## config.mk

```make
export PLATFORM = sky130hd
export DESIGN_NAME = prgmap_top
export DESIGN_NICKNAME = d
export VERILOG_FILES = /design/src/rtl/prgmap_pkg.sv /design/src/rtl/prgmap_regs.sv /design/src/rtl/prgmap_decode.sv /design/src/rtl/prgmap_bank.sv /design/src/rtl/prgmap_top.sv
export SDC_FILE = /design/constraint.sdc
export NUM_CORES = 1
export LEC_CHECK = 0
export BUFFER_PORTS_ARGS = -buffer_cell sky130_fd_sc_hd__buf_2
export CAP_MARGIN = 20
export CORE_ASPECT_RATIO = 0.75
export CORE_MARGIN = 2
export CORE_UTILIZATION = 45
export DETAILED_ROUTE_END_ITERATION = 12
export PLACE_DENSITY_LB_ADDON = 0.2
export SYNTH_ARGS = -nofsm -noshare
export SYNTH_HDL_FRONTEND = slang
export SYNTH_SLANG_ARGS = --single-unit
```

## constraint.sdc

```tcl
create_clock -name clk -period 2.8 [get_ports clk]
set_input_delay 0.56 -clock clk [delete_from_list [all_inputs] [get_ports clk]]
set_output_delay 0.56 -clock clk [all_outputs]
set_load 0.05 [all_outputs]
```

## src/rtl/prgmap_pkg.sv

```systemverilog
package prgmap_pkg;

    localparam int DATA_W    = 8;
    localparam int CPU_AW    = 16;
    localparam int OFF_W     = 13;
    localparam int SEG_W     = 2;
    localparam int LOW_W     = 6;
    localparam int BANK_W    = SEG_W + LOW_W;
    localparam int ROM_AW    = BANK_W + OFF_W;
    localparam int NUM_BANKS = 4;
    localparam int IDX_W     = $clog2(NUM_BANKS);

    typedef enum logic [2:0] {
        PM_32K_FIX    = 3'd0,
        PM_16K_FIX    = 3'd1,
        PM_8K_FIX     = 3'd2,
        PM_8K_FIX_ALT = 3'd3,
        PM_32K_SW     = 3'd4,
        PM_16K_SW     = 3'd5,
        PM_8K_SW      = 3'd6,
        PM_8K_SW_ALT  = 3'd7
    } prg_mode_e;

    typedef enum logic [1:0] {
        SZ_32K,
        SZ_16K,
        SZ_8K
    } bank_size_e;

    typedef enum logic [2:0] {
        WIN_NONE,
        WIN_LOW,
        WIN_8,
        WIN_A,
        WIN_C,
        WIN_E
    } win_e;

endpackage

```

## src/rtl/prgmap_regs.sv

```systemverilog
module prgmap_regs
    import prgmap_pkg::*;
#(
    parameter int NB   = NUM_BANKS,
    parameter int IW   = IDX_W,
    parameter int DW   = DATA_W,
    parameter int LW   = LOW_W,
    parameter int SW   = SEG_W
) (
    input  logic          clk,
    input  logic          rst_n,
    input  logic          bank_wr,
    input  logic          ctrl_wr,
    input  logic          outer_wr,
    input  logic [IW-1:0] wr_idx,
    input  logic [DW-1:0] wr_data,
    output logic [LW-1:0] bank_q [NB],
    output prg_mode_e     mode_q,
    output logic          low_rom_q,
    output logic [SW-1:0] seg_q
);

    // Only the low bits any arrangement reads are stored; reset is all ones.
    for (genvar i = 0; i < NB; i++) begin : g_bank
        always_ff @(posedge clk) begin
            if (!rst_n) begin
                bank_q[i] <= '1;
            end else if (bank_wr && wr_idx == IW'(i)) begin
                bank_q[i] <= wr_data[LW-1:0];
            end
        end
    end

    always_ff @(posedge clk) begin
        if (!rst_n) begin
            mode_q    <= PM_32K_FIX;
            low_rom_q <= 1'b0;
        end else if (ctrl_wr) begin
            mode_q    <= prg_mode_e'(wr_data[2:0]);
            low_rom_q <= wr_data[DW-1];
        end
    end

    always_ff @(posedge clk) begin
        if (!rst_n) begin
            seg_q <= '0;
        end else if (outer_wr) begin
            seg_q <= wr_data[SW:1];
        end
    end

endmodule

```

## src/rtl/prgmap_decode.sv

```systemverilog
module prgmap_decode
    import prgmap_pkg::*;
#(
    parameter int AW = CPU_AW,
    parameter int OW = OFF_W
) (
    input  logic [AW-1:0] cpu_addr,
    output win_e          win,
    output logic [OW-1:0] offset
);

    always_comb begin
        unique case (cpu_addr[AW-1:OW])
            3'b011:  win = WIN_LOW;
            3'b100:  win = WIN_8;
            3'b101:  win = WIN_A;
            3'b110:  win = WIN_C;
            3'b111:  win = WIN_E;
            default: win = WIN_NONE;
        endcase
    end

    assign offset = cpu_addr[OW-1:0];

endmodule

```

## src/rtl/prgmap_bank.sv

```systemverilog
module prgmap_bank
    import prgmap_pkg::*;
#(
    parameter int NB = NUM_BANKS,
    parameter int LW = LOW_W,
    parameter int SW = SEG_W
) (
    input  prg_mode_e     mode,
    input  win_e          win,
    input  logic [1:0]    sub,
    input  logic [LW-1:0] bank_q [NB],
    input  logic [SW-1:0] seg,
    output logic [SW+LW-1:0] bank8
);

    bank_size_e size;
    logic       swap_top;
    logic [LW-1:0] low;
    logic [3:0] b32;
    logic [4:0] b16;

    always_comb begin
        unique case (mode)
            PM_32K_FIX:                 begin size = SZ_32K; swap_top = 1'b0; end
            PM_32K_SW:                  begin size = SZ_32K; swap_top = 1'b1; end
            PM_16K_FIX:                 begin size = SZ_16K; swap_top = 1'b0; end
            PM_16K_SW:                  begin size = SZ_16K; swap_top = 1'b1; end
            PM_8K_FIX, PM_8K_FIX_ALT:   begin size = SZ_8K;  swap_top = 1'b0; end
            PM_8K_SW, PM_8K_SW_ALT:     begin size = SZ_8K;  swap_top = 1'b1; end
            default:                    begin size = SZ_8K;  swap_top = 1'b0; end
        endcase
    end

    always_comb begin
        b32 = swap_top ? bank_q[3][3:0] : 4'hF;
        b16 = (win == WIN_8 || win == WIN_A) ? bank_q[1][4:0]
            : (swap_top ? bank_q[3][4:0] : 5'h1F);
        low = '0;
        if (win == WIN_LOW) begin
            unique case (size)
                SZ_32K:  low = {bank_q[3][3:0], 2'b11};
                SZ_16K:  low = {bank_q[3][4:0], 1'b1};
                default: low = bank_q[3];
            endcase
        end else begin
            unique case (size)
                SZ_32K:  low = {b32, sub};
                SZ_16K:  low = {b16, sub[0]};
                default: begin
                    unique case (win)
                        WIN_8:   low = bank_q[0];
                        WIN_A:   low = bank_q[1];
                        WIN_C:   low = bank_q[2];
                        default: low = swap_top ? bank_q[3] : '1;
                    endcase
                end
            endcase
        end
    end

    assign bank8 = {seg, low};

endmodule

```

## src/rtl/prgmap_top.sv

```systemverilog
module prgmap_top
    import prgmap_pkg::*;
(
    input  logic              clk,
    input  logic              rst_n,
    input  logic              bank_wr,
    input  logic              ctrl_wr,
    input  logic              outer_wr,
    input  logic [IDX_W-1:0]  wr_idx,
    input  logic [DATA_W-1:0] wr_data,
    input  logic [CPU_AW-1:0] cpu_addr,
    output logic [ROM_AW-1:0] rom_addr,
    output logic              rom_sel,
    output logic              low_win_rom
);

    logic [LOW_W-1:0]  bank_q [NUM_BANKS];
    prg_mode_e         mode_q;
    logic              low_rom_q;
    logic [SEG_W-1:0]  seg_q;
    win_e              win;
    logic [OFF_W-1:0]  offset;
    logic [BANK_W-1:0] bank8;

    prgmap_regs u_regs (
        .clk       (clk),
        .rst_n     (rst_n),
        .bank_wr   (bank_wr),
        .ctrl_wr   (ctrl_wr),
        .outer_wr  (outer_wr),
        .wr_idx    (wr_idx),
        .wr_data   (wr_data),
        .bank_q    (bank_q),
        .mode_q    (mode_q),
        .low_rom_q (low_rom_q),
        .seg_q     (seg_q)
    );

    prgmap_decode u_dec (
        .cpu_addr (cpu_addr),
        .win      (win),
        .offset   (offset)
    );

    prgmap_bank u_bank (
        .mode   (mode_q),
        .win    (win),
        .sub    (cpu_addr[OFF_W+1:OFF_W]),
        .bank_q (bank_q),
        .seg    (seg_q),
        .bank8  (bank8)
    );

    always_comb begin
        rom_sel  = (win != WIN_NONE) && ((win != WIN_LOW) || low_rom_q);
        rom_addr = rom_sel ? {bank8, offset} : '0;
    end

    assign low_win_rom = low_rom_q;

endmodule

```

# Word level (Yosys, flattened, before mapping)
# Memories as Yosys holds them, arrays and structs flattened. A register that Yosys moved wholly into a read port is not among the register bits.
# Index checks and enable logic that the tools add are counted.
# W data, S select, Z words.
# word_totals
elab_cells	44
input_bits	31
n_memories	1
register_bits	30
out_inout_bits	23
mem_bits_ro	24
# classes
n_reduce_logical	10
n_mux	12
eq_ne	14
# mem_list
memory	depth	width	rd	rd_ports_with_merged_regs	wr	line	rtl
(no name shown)	8	3	1	1	0	prgmap_bank.sv:23	unique case (mode)
# ops
operator	n
$pmux W6 S2	2
$mux W21	1
$pmux W6 S3	1
$eq A3 B3 Y1 const B	5
$pmux W3 S5	1
$mux W6	2
$mux W5	2
$eq A3 B2 Y1 const B	3
$mux W3	2
$logic_and A1 B1 Y1	5
$eq A2 B1 Y1 const B	2
$eq A2 B2 Y1 const B	2
$logic_not A2 Y1	2
$mux W4	1
$eq A3 B1 Y1 const B	1
$ne A3 B1 Y1 const B	1
$reduce_bool A3 Y1	1
$logic_or A1 B1 Y1	2

# Longest topological paths before layout
# depth
depth_word	8
mapped_depth	6
mapped_depth_nobuf	4

# By module
# Synthesis repeated with hierarchy kept, for this count alone.
# unflattened
hier_cells	248
hier_area_um2	2143.3
# modules_own_cells
mod	instances	cells_per_inst	seq_area_each_um2	area_each_um2
prgmap_regs	1	108	600.6	1196.1
prgmap_bank	1	99	0.0	666.9
prgmap_top	1	25	0.0	158.9
prgmap_decode	1	16	0.0	121.4

# Worst setup path after synthesis
# Ideal clock, no wire load.
# synth_path
path_type	in2out
from	input cpu_addr[13]
to	output rom_addr[17]
required_ns	2.240
arrival_time_ns	2.482
cell_stages	6
slack_ns	-0.242
path_buffers	2
path_cell_list	buf_2 buf_2 nand2_1 o21bai_1 a21oi_1 a211oi_1
# synth_via
elab_chain_cells	8
elab_cells_between_ends	20
cone_classes	eq/ne (10); mux (6); reduce/logical (4)
# synth_rtl
item	line	rtl
start, declared	prgmap_top.sv:11	input logic [CPU_AW-1:0] cpu_addr,
$eq A3 B3 Y1 or $eq A3 B2 Y1 (tied branches)	prgmap_decode.sv:13	unique case (cpu_addr[AW-1:OW])
$pmux W3 S5 (*)	prgmap_decode.sv:13	
$eq A3 B2 Y1	prgmap_bank.sv:36, prgmap_bank.sv:50	
$logic_or A1 B1 Y1	prgmap_bank.sv:36	b16 = (win == WIN_8 || win == WIN_A) ? bank_q[1][4:0]
$mux W5	prgmap_bank.sv:36	
$pmux W6 S2	prgmap_bank.sv:46	unique case (size)
$mux W6	prgmap_bank.sv:39	if (win == WIN_LOW) begin
$mux W21 (*)	prgmap_top.sv:56	rom_addr = rom_sel ? {bank8, offset} : '0;
end, declared	prgmap_top.sv:12	output logic [ROM_AW-1:0] rom_addr,
# Mark *: on every way between the ends. The rest lies on a longest branch, timed or not.

# Worst setup path in the final report
# layout_path
from	register u_bank.swap_top (netlist name)
to	output rom_addr[18]
# layout_via
elab_chain_cells	5
elab_cells_between_ends	8
cone_classes	mux (8)
# layout_rtl
item	line
$mux W6 or $mux W5 (tied branches)	prgmap_bank.sv:54, prgmap_bank.sv:37
$pmux W6 S3 or $mux W5 (tied branches)	prgmap_bank.sv:50, prgmap_bank.sv:36
$pmux W6 S2 (*)	prgmap_bank.sv:46
$mux W6 (*)	prgmap_bank.sv:39
$mux W21 (*)	prgmap_top.sv:56
# Marked as above.

==> metrics.csv <==
metric,value,unit
Final Non-Filler Cells,331,
deepest clock path buffer count,2,
Setup CP Type,reg -> out,
crit path max fanout,9,
share of cells above drive strength 1,24.6,%
syn_nets,263,
first-pass GRT wire length,7.02,mm
CTS sink count,33,
Initial DRT Pass Iterations,4,
H-tree depth,2,
fin crit share,93.5,%
Placed Instances,324,
net switching power,347,uW
final setup vio count,0,
top cell type's share of synthesized area,35.1,%
post-synthesis adder-cell area fraction,0,%
Compound-Gate Fraction of Synth Area,13.5,%
FP Rows,20,
"flops & latches, synth",33,
Pint,775,uW
ys flop type,dfxtp_1,
Fillers,391,
cts bufs inserted,5,
"Distinct cells, synth",38,
initial antenna violation count,0,
number of antenna diodes,0,
antenna-violating nets left,0,
xor-xnor portion of the synthesized cell area,0,%
min Tclk post-route,2620,ps
drt total wl,4.57,mm
Worst setup SP type,flop,
placed wire-length estimate,3.29,mm
root buffer cell,clkbuf_8,
maximum vdd drop,311,uV
post-synthesis simple-gate area fraction,30.2,%
1st-iter DRT viols,99,
GRT Total Usage,19.7,%
"Core Util, Final",55.9,%
Final Cell Area,0.00225,mm^2
Vias,1742,
synth top area cells,"dfxtp_1, mux2i_1, nand2_1, nor2b_1, nand3_1",
"commonest cells after routing, fill and taps aside","buf_2, nand2_1, dfxtp_1",
Required @ worst endpoint,2240,ps
final clock skew,0.794,ps
syn avg cell area,8.12,um^2
combinational share of power,22.6,%
register area share after synthesis,35.1,%
CTS Hold Bufs,0,
die footprint,0.00472,mm^2
Leakage,0.00102,uW
largest net degree at the start of global routing,32,
"Hold Vio Cnt, Final",0,
Die Ht,60.0,um
Nets,307,
main combinational cell family by area after synthesis,simple AND/OR/NAND/NOR gates,
Ys Warns,0,
clk slew on worst S/H paths,60,ps
# resized after CTS,0,
reg2reg path depth,3,
"commonest non-fill, non-tap cell in the layout",buf_2,
Worst setup EP type,primary output,
"EDFF count, synth",0,
Starting Density,46.7,%
worst min path class,reg -> reg,
CP arrival,2060,ps
global route overflow,0,
Max-Cap Viols,0,
Via density,5.26,
Final Max Slew Viols,0,
Clk pwr share,31.2,%
Routed wire per std cell,13.8,um
RSZ-0062 raised after global routing,false,
Synth async-reset ratio,0,%
Synth Instances,232,
Skew-Pair Late Insertion Delay,280,ps
dpl cell area,0.00216,mm^2
post-CTS setup buffer count,0,
core footprint,0.00403,mm^2
DRC viols,0,
Post-Syn Area,0.00188,mm^2
status,"finished, final reports clean",
PwrDens,499,mW/mm^2
GPL Wtd Cong,0.857,
final setup TNS,0,ps
normalized max-slew margin,36.5,%
hold depth,2,
largest area contributor in the netlist,dfxtp_1,
mux cell area share after synthesis,16.8,%
area growth from synthesis to layout,19.5,%
maximum clock rate,382,MHz
Sw Share,30.9,%
# port buffers,52,
total power,1120,uW
Die Wd,78.7,um
# IOs,54,
Sequential Power Share,46.2,%
vias in the first global route,1455,
CTS tree,built,
Worst-Margin Slew,949,ps
==> metal layers <==
layer	vias up	global-route usage, %	wire [um]
met5	-	0	0
met4	0	6.77	36
met3	5	3.93	352
met2	49	28.2	1960
met1	801	29.5	2230
li1	887	-	-
==> synthesized netlist by cell type, types with 2 or more instances <==
cell type / instances
nand2_1: 44
dfxtp_1: 33
mux2i_1: 26
nor2b_1: 26
nand3_1: 13
a21oi_1: 11
clkbuf_1: 9
o21ai_0: 8
buf_2: 7
nand2b_1: 6
nor2_1: 6
and3_1: 4
o21ai_1: 4
nand3b_1: 3
a211o_1: 2
a211oi_1: 2
a31oi_1: 2
inv_1: 2
mux4_2: 2
nor3b_1: 2
o221a_2: 2
o32a_1: 2
==> cell families (layout without fill, tap and decap cells) <==
family,after synthesis,count (layout)
buf+inv,20,64
flops,33,33
simple gates,111,111
compound gates,39,39
mux,29,29
==> path summary, 6_finish.rpt <==
kind,from,end,slack (ps)
setup reg to reg,u_regs.mode_q[0],u_bank.size[0],2040
setup / recovery,u_bank.swap_top,rom_addr[18],180
hold reg to reg,u_regs.bank_q[19],u_regs.bank_q[19],480
hold / removal,u_regs.bank_q[19],u_regs.bank_q[19],480
==> per-stage QoR <==
step / hold slack, ps / setup WS, ps
after global routing: 513 / 51.3
after global placement: 449 / 193
final: 477 / 181
after floorplan: 434 / 170
after CTS: 477 / 173
after detailed placement: 460 / 175
==> final cells by class <==
type,instances,area [um^2],area share (%)
sequential,33,661,29.3
inverter,3,11.3,0.500
tap,55,68.8,3.06
timing repair buffer,54,275,12.2
clock buffer,7,86.3,3.84
multi-input combinational,179,1150,51.0
==> critical path, cell delays in order (launching register included) <==
cell and delay, ps:
dfxtp_1 520, nand2b_1 80, mux4_2 500, and3_1 200, a211o_1 260, buf_2 210
==> registers in the layout, indices dropped and copies added, names as in the netlist <==
signal            cells
u_bank.swap_top       1
u_regs.seg_q          2
u_regs.mode_q         3
u_bank.size           2
u_regs.low_rom_q      1
u_regs.bank_q        24
==> power groups by stage <==
stage          clock [uW]  sequential, uW  combinational, uW
4_1_cts               353             518                254
6_report              350             519                254
2_1_floorplan           0             517                194
3_3_place_gp            0             528                252
3_5_place_dp            0             528                253
5_1_grt               380             521                275
Note: power is estimated with default switching activity, not from simulation.
